--- src/rtl/txdma_pkg.sv ---
package txdma_pkg;

   localparam int unsigned WORD_W   = 32;
   localparam int unsigned LEN_W    = 11;
   localparam int unsigned MODE_EOP = 30;
   localparam int unsigned MODE_OWN = 29;
   localparam int unsigned MODE_EOQ = 28;

   localparam logic [1:0] RA_CTRL  = 2'd0;
   localparam logic [1:0] RA_HEAD  = 2'd1;
   localparam logic [1:0] RA_DONE  = 2'd2;
   localparam logic [1:0] RA_RESET = 2'd3;

   typedef enum logic [2:0] {
      ST_IDLE,
      ST_DRD,
      ST_DCAP,
      ST_CHECK,
      ST_WRD,
      ST_WCAP,
      ST_SEND,
      ST_WB
   } walk_st_e;

   // Mode word handed back to software once a descriptor is finished.
   function automatic logic [WORD_W-1:0] retire_mode(input logic [WORD_W-1:0] m,
                                                      input logic tail);
      logic [WORD_W-1:0] r;
      r = m;
      r[MODE_OWN] = 1'b0;
      if (tail) r[MODE_EOQ] = 1'b1;
      return r;
   endfunction

endpackage

--- src/rtl/txdma_lane_pick.sv ---
module txdma_lane_pick #(
   parameter int unsigned WORD_W    = 32,
   parameter bit          LSB_FIRST = 1'b1
) (
   input  logic [WORD_W-1:0]              word,
   input  logic [$clog2(WORD_W/8)-1:0]    sel,
   output logic [7:0]                     byte_o
);
   localparam int unsigned LANES = WORD_W / 8;

   generate
      if (LANES < 2 || (WORD_W % 8) != 0) begin : g_bad_word
         $error("txdma_lane_pick: WORD_W must be a multiple of 8 with at least two lanes");
      end
      if (LSB_FIRST) begin : g_lsb
         assign byte_o = word[sel*8 +: 8];
      end else begin : g_msb
         assign byte_o = word[(LANES-1-sel)*8 +: 8];
      end
   endgenerate
endmodule

--- src/rtl/txdma_regs.sv ---
module txdma_regs
   import txdma_pkg::*;
#(
   parameter int unsigned ADDR_W = 16
) (
   input  logic              clk,
   input  logic              rst_n,
   input  logic              reg_wr,
   input  logic [1:0]        reg_addr,
   input  logic [WORD_W-1:0] reg_wdata,
   output logic [WORD_W-1:0] reg_rdata,
   input  logic              eng_busy,
   input  logic              eng_head_we,
   input  logic [ADDR_W-1:0] eng_head_val,
   output logic              enable,
   output logic [ADDR_W-1:0] head,
   output logic              srst
);
   logic [ADDR_W-1:0] done_q;
   logic              wr_ctrl;
   logic              wr_head;
   logic              wr_done;
   logic              unused_wdata;

   assign wr_ctrl      = reg_wr && (reg_addr == RA_CTRL);
   assign wr_head      = reg_wr && (reg_addr == RA_HEAD) && !eng_busy;
   assign wr_done      = reg_wr && (reg_addr == RA_DONE);
   assign srst         = reg_wr && (reg_addr == RA_RESET) && reg_wdata[0];
   assign unused_wdata = ^reg_wdata;

   always_ff @(posedge clk) begin
      if (!rst_n) begin
         enable <= 1'b0;
         head   <= '0;
         done_q <= '0;
      end else begin
         if (wr_ctrl) enable <= reg_wdata[0];
         if (srst) begin
            head   <= '0;
            done_q <= '0;
         end else begin
            if (eng_head_we)  head <= eng_head_val;
            else if (wr_head) head <= reg_wdata[ADDR_W-1:0];
            if (wr_done) done_q <= reg_wdata[ADDR_W-1:0];
         end
      end
   end

   always_comb begin
      reg_rdata = '0;
      unique case (reg_addr)
         RA_CTRL: reg_rdata[0]          = enable;
         RA_HEAD: reg_rdata[ADDR_W-1:0] = head;
         RA_DONE: reg_rdata[ADDR_W-1:0] = done_q;
         default: reg_rdata             = '0;
      endcase
   end
endmodule

--- src/rtl/txdma_walker.sv ---
module txdma_walker
   import txdma_pkg::*;
#(
   parameter int unsigned ADDR_W    = 16,
   parameter bit          LSB_FIRST = 1'b1
) (
   input  logic              clk,
   input  logic              rst_n,
   input  logic              srst,
   input  logic              enable,
   input  logic [ADDR_W-1:0] head,
   output logic              busy,
   output logic              head_we,
   output logic [ADDR_W-1:0] head_val,
   output logic              mem_req,
   output logic              mem_we,
   output logic [ADDR_W-1:0] mem_addr,
   output logic [WORD_W-1:0] mem_wdata,
   input  logic [WORD_W-1:0] mem_rdata,
   output logic [7:0]        tx_data,
   output logic              tx_valid,
   output logic              tx_last,
   input  logic              tx_ready
);
   localparam int unsigned LANES  = WORD_W / 8;
   localparam int unsigned LANE_W = $clog2(LANES);
   localparam logic [LANE_W-1:0] LANE_TOP = LANE_W'(LANES - 1);

   walk_st_e           st;
   logic [ADDR_W-1:0]  cur;
   logic [1:0]         idx;
   logic [ADDR_W-1:0]  nxt_p;
   logic [ADDR_W-1:0]  buf_p;
   logic [LEN_W-1:0]   blen;
   logic [WORD_W-1:0]  mode;
   logic [ADDR_W-1:0]  wptr;
   logic [LEN_W-1:0]   left;
   logic [LANE_W-1:0]  lane;
   logic [WORD_W-1:0]  word;
   logic               start;
   logic               tail;

   assign start = (st == ST_IDLE) && enable && (head != '0);
   assign busy  = (st != ST_IDLE) || start;
   assign tail  = (nxt_p == '0);

   always_ff @(posedge clk) begin
      if (!rst_n) begin
         st    <= ST_IDLE;
         cur   <= '0;
         idx   <= '0;
         nxt_p <= '0;
         buf_p <= '0;
         blen  <= '0;
         mode  <= '0;
         wptr  <= '0;
         left  <= '0;
         lane  <= '0;
         word  <= '0;
      end else if (srst) begin
         st <= ST_IDLE;
      end else begin
         unique case (st)
            ST_IDLE: begin
               if (start) begin
                  cur <= head;
                  idx <= '0;
                  st  <= ST_DRD;
               end
            end
            ST_DRD: st <= ST_DCAP;
            ST_DCAP: begin
               unique case (idx)
                  2'd0:    nxt_p <= mem_rdata[ADDR_W-1:0];
                  2'd1:    buf_p <= mem_rdata[ADDR_W-1:0];
                  2'd2:    blen  <= mem_rdata[LEN_W-1:0];
                  default: mode  <= mem_rdata;
               endcase
               idx <= idx + 2'd1;
               st  <= (idx == 2'd3) ? ST_CHECK : ST_DRD;
            end
            ST_CHECK: begin
               if (!mode[MODE_OWN]) begin
                  st <= ST_IDLE;
               end else begin
                  wptr <= buf_p;
                  left <= blen;
                  lane <= '0;
                  st   <= (blen == '0) ? ST_WB : ST_WRD;
               end
            end
            ST_WRD: st <= ST_WCAP;
            ST_WCAP: begin
               word <= mem_rdata;
               st   <= ST_SEND;
            end
            ST_SEND: begin
               if (tx_ready) begin
                  left <= left - LEN_W'(1);
                  lane <= lane + LANE_W'(1);
                  if (left == LEN_W'(1)) begin
                     st <= ST_WB;
                  end else if (lane == LANE_TOP) begin
                     wptr <= wptr + ADDR_W'(1);
                     st   <= ST_WRD;
                  end
               end
            end
            ST_WB: begin
               if (tail || !enable) begin
                  st <= ST_IDLE;
               end else begin
                  cur <= nxt_p;
                  idx <= '0;
                  st  <= ST_DRD;
               end
            end
            default: st <= ST_IDLE;
         endcase
      end
   end

   always_comb begin
      head_we  = 1'b0;
      head_val = '0;
      if (st == ST_CHECK && !mode[MODE_OWN]) begin
         head_we = 1'b1;
      end else if (st == ST_WB) begin
         head_we  = 1'b1;
         head_val = nxt_p;
      end
   end

   always_comb begin
      mem_req   = 1'b0;
      mem_we    = 1'b0;
      mem_addr  = '0;
      mem_wdata = '0;
      unique case (st)
         ST_DRD: begin
            mem_req  = 1'b1;
            mem_addr = cur + ADDR_W'(idx);
         end
         ST_WRD: begin
            mem_req  = 1'b1;
            mem_addr = wptr;
         end
         ST_WB: begin
            mem_req   = 1'b1;
            mem_we    = 1'b1;
            mem_addr  = cur + ADDR_W'(3);
            mem_wdata = retire_mode(mode, tail);
         end
         default: ;
      endcase
   end

   txdma_lane_pick #(
      .WORD_W    (WORD_W),
      .LSB_FIRST (LSB_FIRST)
   ) u_lane (
      .word   (word),
      .sel    (lane),
      .byte_o (tx_data)
   );

   assign tx_valid = (st == ST_SEND);
   assign tx_last  = (st == ST_SEND) && mode[MODE_EOP] && (left == LEN_W'(1));
endmodule

--- src/rtl/txdesc_dma.sv ---
module txdesc_dma
   import txdma_pkg::*;
#(
   parameter int unsigned ADDR_W    = 16,
   parameter bit          LSB_FIRST = 1'b1
) (
   input  logic              clk,
   input  logic              rst_n,
   input  logic              reg_wr,
   input  logic [1:0]        reg_addr,
   input  logic [31:0]       reg_wdata,
   output logic [31:0]       reg_rdata,
   output logic              mem_req,
   output logic              mem_we,
   output logic [ADDR_W-1:0] mem_addr,
   output logic [31:0]       mem_wdata,
   input  logic [31:0]       mem_rdata,
   output logic [7:0]        tx_data,
   output logic              tx_valid,
   output logic              tx_last,
   input  logic              tx_ready
);
   generate
      if (ADDR_W < 4 || ADDR_W > WORD_W) begin : g_bad_addr
         $error("txdesc_dma: ADDR_W must lie between 4 and the word width");
      end
   endgenerate

   logic              enable;
   logic [ADDR_W-1:0] head;
   logic              srst;
   logic              busy;
   logic              head_we;
   logic [ADDR_W-1:0] head_val;

   txdma_regs #(
      .ADDR_W (ADDR_W)
   ) u_regs (
      .clk          (clk),
      .rst_n        (rst_n),
      .reg_wr       (reg_wr),
      .reg_addr     (reg_addr),
      .reg_wdata    (reg_wdata),
      .reg_rdata    (reg_rdata),
      .eng_busy     (busy),
      .eng_head_we  (head_we),
      .eng_head_val (head_val),
      .enable       (enable),
      .head         (head),
      .srst         (srst)
   );

   txdma_walker #(
      .ADDR_W    (ADDR_W),
      .LSB_FIRST (LSB_FIRST)
   ) u_walk (
      .clk       (clk),
      .rst_n     (rst_n),
      .srst      (srst),
      .enable    (enable),
      .head      (head),
      .busy      (busy),
      .head_we   (head_we),
      .head_val  (head_val),
      .mem_req   (mem_req),
      .mem_we    (mem_we),
      .mem_addr  (mem_addr),
      .mem_wdata (mem_wdata),
      .mem_rdata (mem_rdata),
      .tx_data   (tx_data),
      .tx_valid  (tx_valid),
      .tx_last   (tx_last),
      .tx_ready  (tx_ready)
   );
endmodule

--- config.mk ---
export PLATFORM = sky130hd
export DESIGN_NAME = txdesc_dma
export DESIGN_NICKNAME = d
export VERILOG_FILES = /design/src/rtl/txdma_pkg.sv /design/src/rtl/txdma_lane_pick.sv /design/src/rtl/txdma_regs.sv /design/src/rtl/txdma_walker.sv /design/src/rtl/txdesc_dma.sv
export SDC_FILE = /design/constraint.sdc
export NUM_CORES = 1
export LEC_CHECK = 0
export BUFFER_PORTS_ARGS = -buffer_cell sky130_fd_sc_hd__buf_2
export CAP_MARGIN = 30
export CORE_ASPECT_RATIO = 0.9
export CORE_MARGIN = 4
export CORE_UTILIZATION = 45
export CTS_CLUSTER_SIZE = 40
export DETAILED_ROUTE_END_ITERATION = 7
export GPL_TIMING_DRIVEN = 0
export PLACE_DENSITY = 0.66
export SLEW_MARGIN = 20
export SYNTH_ARGS = -nofsm -noshare
export SYNTH_HDL_FRONTEND = slang
export SYNTH_SLANG_ARGS = --single-unit
--- constraint.sdc ---
create_clock -name clk -period 3.52 [get_ports clk]
set_input_delay 0.528 -clock clk [delete_from_list [all_inputs] [get_ports clk]]
set_output_delay 0.528 -clock clk [all_outputs]
set_load 0.01 [all_outputs]
==> impl_results.md <==
- Die H: 144.5 um
- Seq cells post-synth: 190
- Place WS: -1.316 ps
- Async S/R FF share, synth: 0%
- Status: completed
- Antenna violations before repair: 0
- Total track usage: 25.98%
- Area leader, netlist: dfxtp_1
- CTS tree: built
- Peak supply drop: 0.2980 mV
- Max Used Layer: met4
- Crit path kind: flop to output port
- Clock Latency Late Sink: 450 ps
- Pre-antenna DRT Iters: 5
- Worst Hold Class: input port to flop
- PortBufs: 128
- Fin nets: 1461
- Area growth syn-to-layout: 18.48%
- Critical Path End Type: output port
- Grt total ovfl: 0
- Part of the power in registers: 46.5%
- Htree depth: 4
- WL/cell: 18.32 um
- P_leak: 4.046 nW
- DRC marker count from the first detailed-route iteration: 876
- Post-DP HPWL: 22.16 mm
- Post-synthesis cell type count: 62
- CP max FO: 19
- Setup crit start: u_walk.st[1]
- Clock Pin Slew Worst Setup and Hold Paths: 80 ps
- Syn Inst Count: 1213
- Synth warn: 0
- Antenna fix cells: 0
- I/O pin cnt: 162
- First-pass GRT wire length: 47.97 mm
- Initial core utilization: 46.18%
- Reg2Reg Depth: 7
- WL met3: 2.021 mm
- Root Buffer: clkbuf_16
- Cts bufs inserted: 17
- Tightest Pin Transition: 731.8 ps
- Sink Count: 190
- Internal power: 3.472 mW
- Terminus of the critical flop-to-flop path: u_walk.wptr[6]
- Metal2 WL: 13.44 mm
- DRT antenna net count: 0
- Switching Fraction: 28.83%
- Std cell rows: 49
- Fin. Hold Viols: 0
- Via Count: 9339
- Clock Tree Buf Depth: 2
- Design Area, Final: 0.01104 mm2
- RSZ-0062 raised after global routing: false
- Setup ws final: 152.2 ps
- Worst Path Arrival: 2840 ps
- Cell area after synthesis: 0.009314 mm2
- Setup crit start kind: flop
- Top cells by area, synth: dfxtp_1, nand2_1, a21oi_1
- Layout cells sized above 1: 16.13%
- Post-route DRC: 0
- Post-synth EDFFs: 0
- Cts hold-fix bufs: 0
- Fin. max-slew vios: 0
- Average instance area after synthesis: 7.678 um2
- Die area: 0.02307 mm2
- Register area share after synthesis: 40.84%
- Max Freq: 296.9 MHz
- Comb power frac: 9.9%
- Post-Route WL: 30.11 mm
- Layout Utilization: 54.71%
- Clk pwr share: 43.6%
- Clock skew after layout: 11.21 ps
- Final Total Pwr: 4.879 mW
- Worst reg2reg startpoint: u_walk.st[2]
- Synth Flop Type: dfxtp_1
- Vias in the first global route: 8842
- Psw: 1.407 mW
- Die width: 159.7 um
- P per Cell Area: 442.1 mW/mm2
- Core ar.: 0.02017 mm2
- Synth top area share: 40.84%
- # setup viols final: 0
- Routability Congestion: 0.8970
- Placed cell area: 0.01033 mm2
- Slew margin rel.: 50.84%
- Critical path endpoint: mem_addr[6]
- Crit path required time: 2990 ps
- Count leader, synth: nand2_1
- Post-synth top cells: nand2_1, dfxtp_1, a21oi_1
- WL met1: 13.76 mm
- Final Critical Period: 3368 ps
- Via density: 5.681
- # Max-Cap Violations: 0
- Post-route clock period utilization: 95.67%
- Largest net degree at the start of global routing: 22
- Worst reg-to-reg setup slack: 1130 ps
==> final cells by class <==
type / count / area [um2]
Fill cell: 1934 / 9135
Multi-Input combinational cell: 910 / 4994
Sequential cell: 190 / 3811
Timing Repair Buffer: 129 / 648.1
Buffer: 112 / 539.3
Clock buffer: 17 / 425.4
Tap cell: 255 / 319.1
Clock inverter: 15 / 239.0
Inverter: 16 / 60.06
==> metal layers <==
layer,vias up,GRT usage [%]
met5,-,0
met2,374,40.73
li1,4529,-
met1,4360,36.12
met3,76,4.674
met4,0,9.635
==> kinds of logic (layout without fill, tap and decap cells) <==
logic type | Yosys count | after routing | share of synthesized area (%)
AOI/OAI and AO/OA | 305 | 305 | 20.02
xor gates and xnor gates | 14 | 14 | 1.317
adders and majority gates | 15 | 15 | 2.096
buffers and inverters | 129 | 289 | 6.394
DFF | 190 | 190 | 40.84
muxes | 9 | 9 | 2.042
other | 1 | 17 | 0.04026
and+or+nand+nor | 550 | 550 | 27.26
==> power groups by stage <==
stage / Combinational (mW) / Clock (mW) / Sequential [mW]
floorplan: 0.309 / 0 / 2.28
global placement: 0.469 / 0 / 2.31
detailed placement: 0.469 / 0 / 2.31
CTS: 0.472 / 2.15 / 2.26
global route: 0.531 / 2.24 / 2.27
finish: 0.482 / 2.13 / 2.27
==> per-stage QoR <==
step | hold slack (ps) | setup TNS [ps] | instances
6_report | 322.5 | 0 | 1644
5_1_grt | 317.2 | 0 | 1644
4_1_cts | 312.3 | 0 | 1644
3_5_place_dp | 442.5 | -1.316 | 1612
3_3_place_gp | 436.6 | 0 | 1612
2_1_floorplan | 431.7 | 0 | 1229
==> placed cells by master, fill, tap and decap left out, drive strengths merged, types with 3 or more instances in the layout <==
cell type  count
a211oi         3
a21oi        170
a221oi        17
a22oi         17
a311oi        17
a31oi          6
a32o           4
a41oi          6
and2          37
and3           5
and4b          3
buf          170
clkbuf        88
clkinv         8
conb          17
dfxtp        190
ha            14
inv           21
mux4           8
nand2        308
nand3         67
nand3b         3
nand4          5
nor2          32
nor2b         36
nor3          29
nor4          11
o211ai         3
o21a           3
o21ai         38
o221a          5
o22ai          3
o31ai          5
or4            3
xnor2          5
xor2           9
==> timing repair <==
item | in CTS | in global routing
setup buffers | 1 | 0
pin swaps | 0 | 2
resized for setup | 5 | 6
endpoints found under the setup margin | 14 | 7
==> worst max-delay path, stage by stage, from the launching register on <==
cell and delay (ps):
dfxtp_4 400, nand3_2 120, buf_6 180, nand2_1 80
ha_1 160, inv_1 60, fa_1 380, nand3b_1 260
buf_4 200, nor2_1 120, xnor2_1 80, o21ai_0 200
buf_2 170
==> worst min path at each step <==
stage / from / end / slack [ps] / depth (start not counted)
after floorplan: u_walk.mode[0] / u_walk.mode[0] / 430 / 2
after global placement: u_walk.mode[31] / u_walk.mode[31] / 440 / 2
after detailed placement: u_walk.mode[6] / u_walk.mode[6] / 440 / 2
after CTS: mem_rdata[23] / u_walk.word[23] / 310 / 3
after global routing: mem_rdata[23] / u_walk.mode[23] / 320 / 3
final: mem_rdata[19] / u_walk.mode[19] / 320 / 3
==> registers in the layout, summed over array words and instances, names as in the netlist <==
name,flops
u_walk.mode,32
u_walk.word,32
u_regs.done_q,16
u_regs.head,16
u_walk.buf_p,16
u_walk.cur,16
u_walk.nxt_p,16
u_walk.wptr,16
u_walk.blen,11
u_walk.left,11
u_walk.st,3
u_walk.idx,2
u_walk.lane,2
u_regs.enable,1
Note: power is estimated with default switching activity, not from simulation.
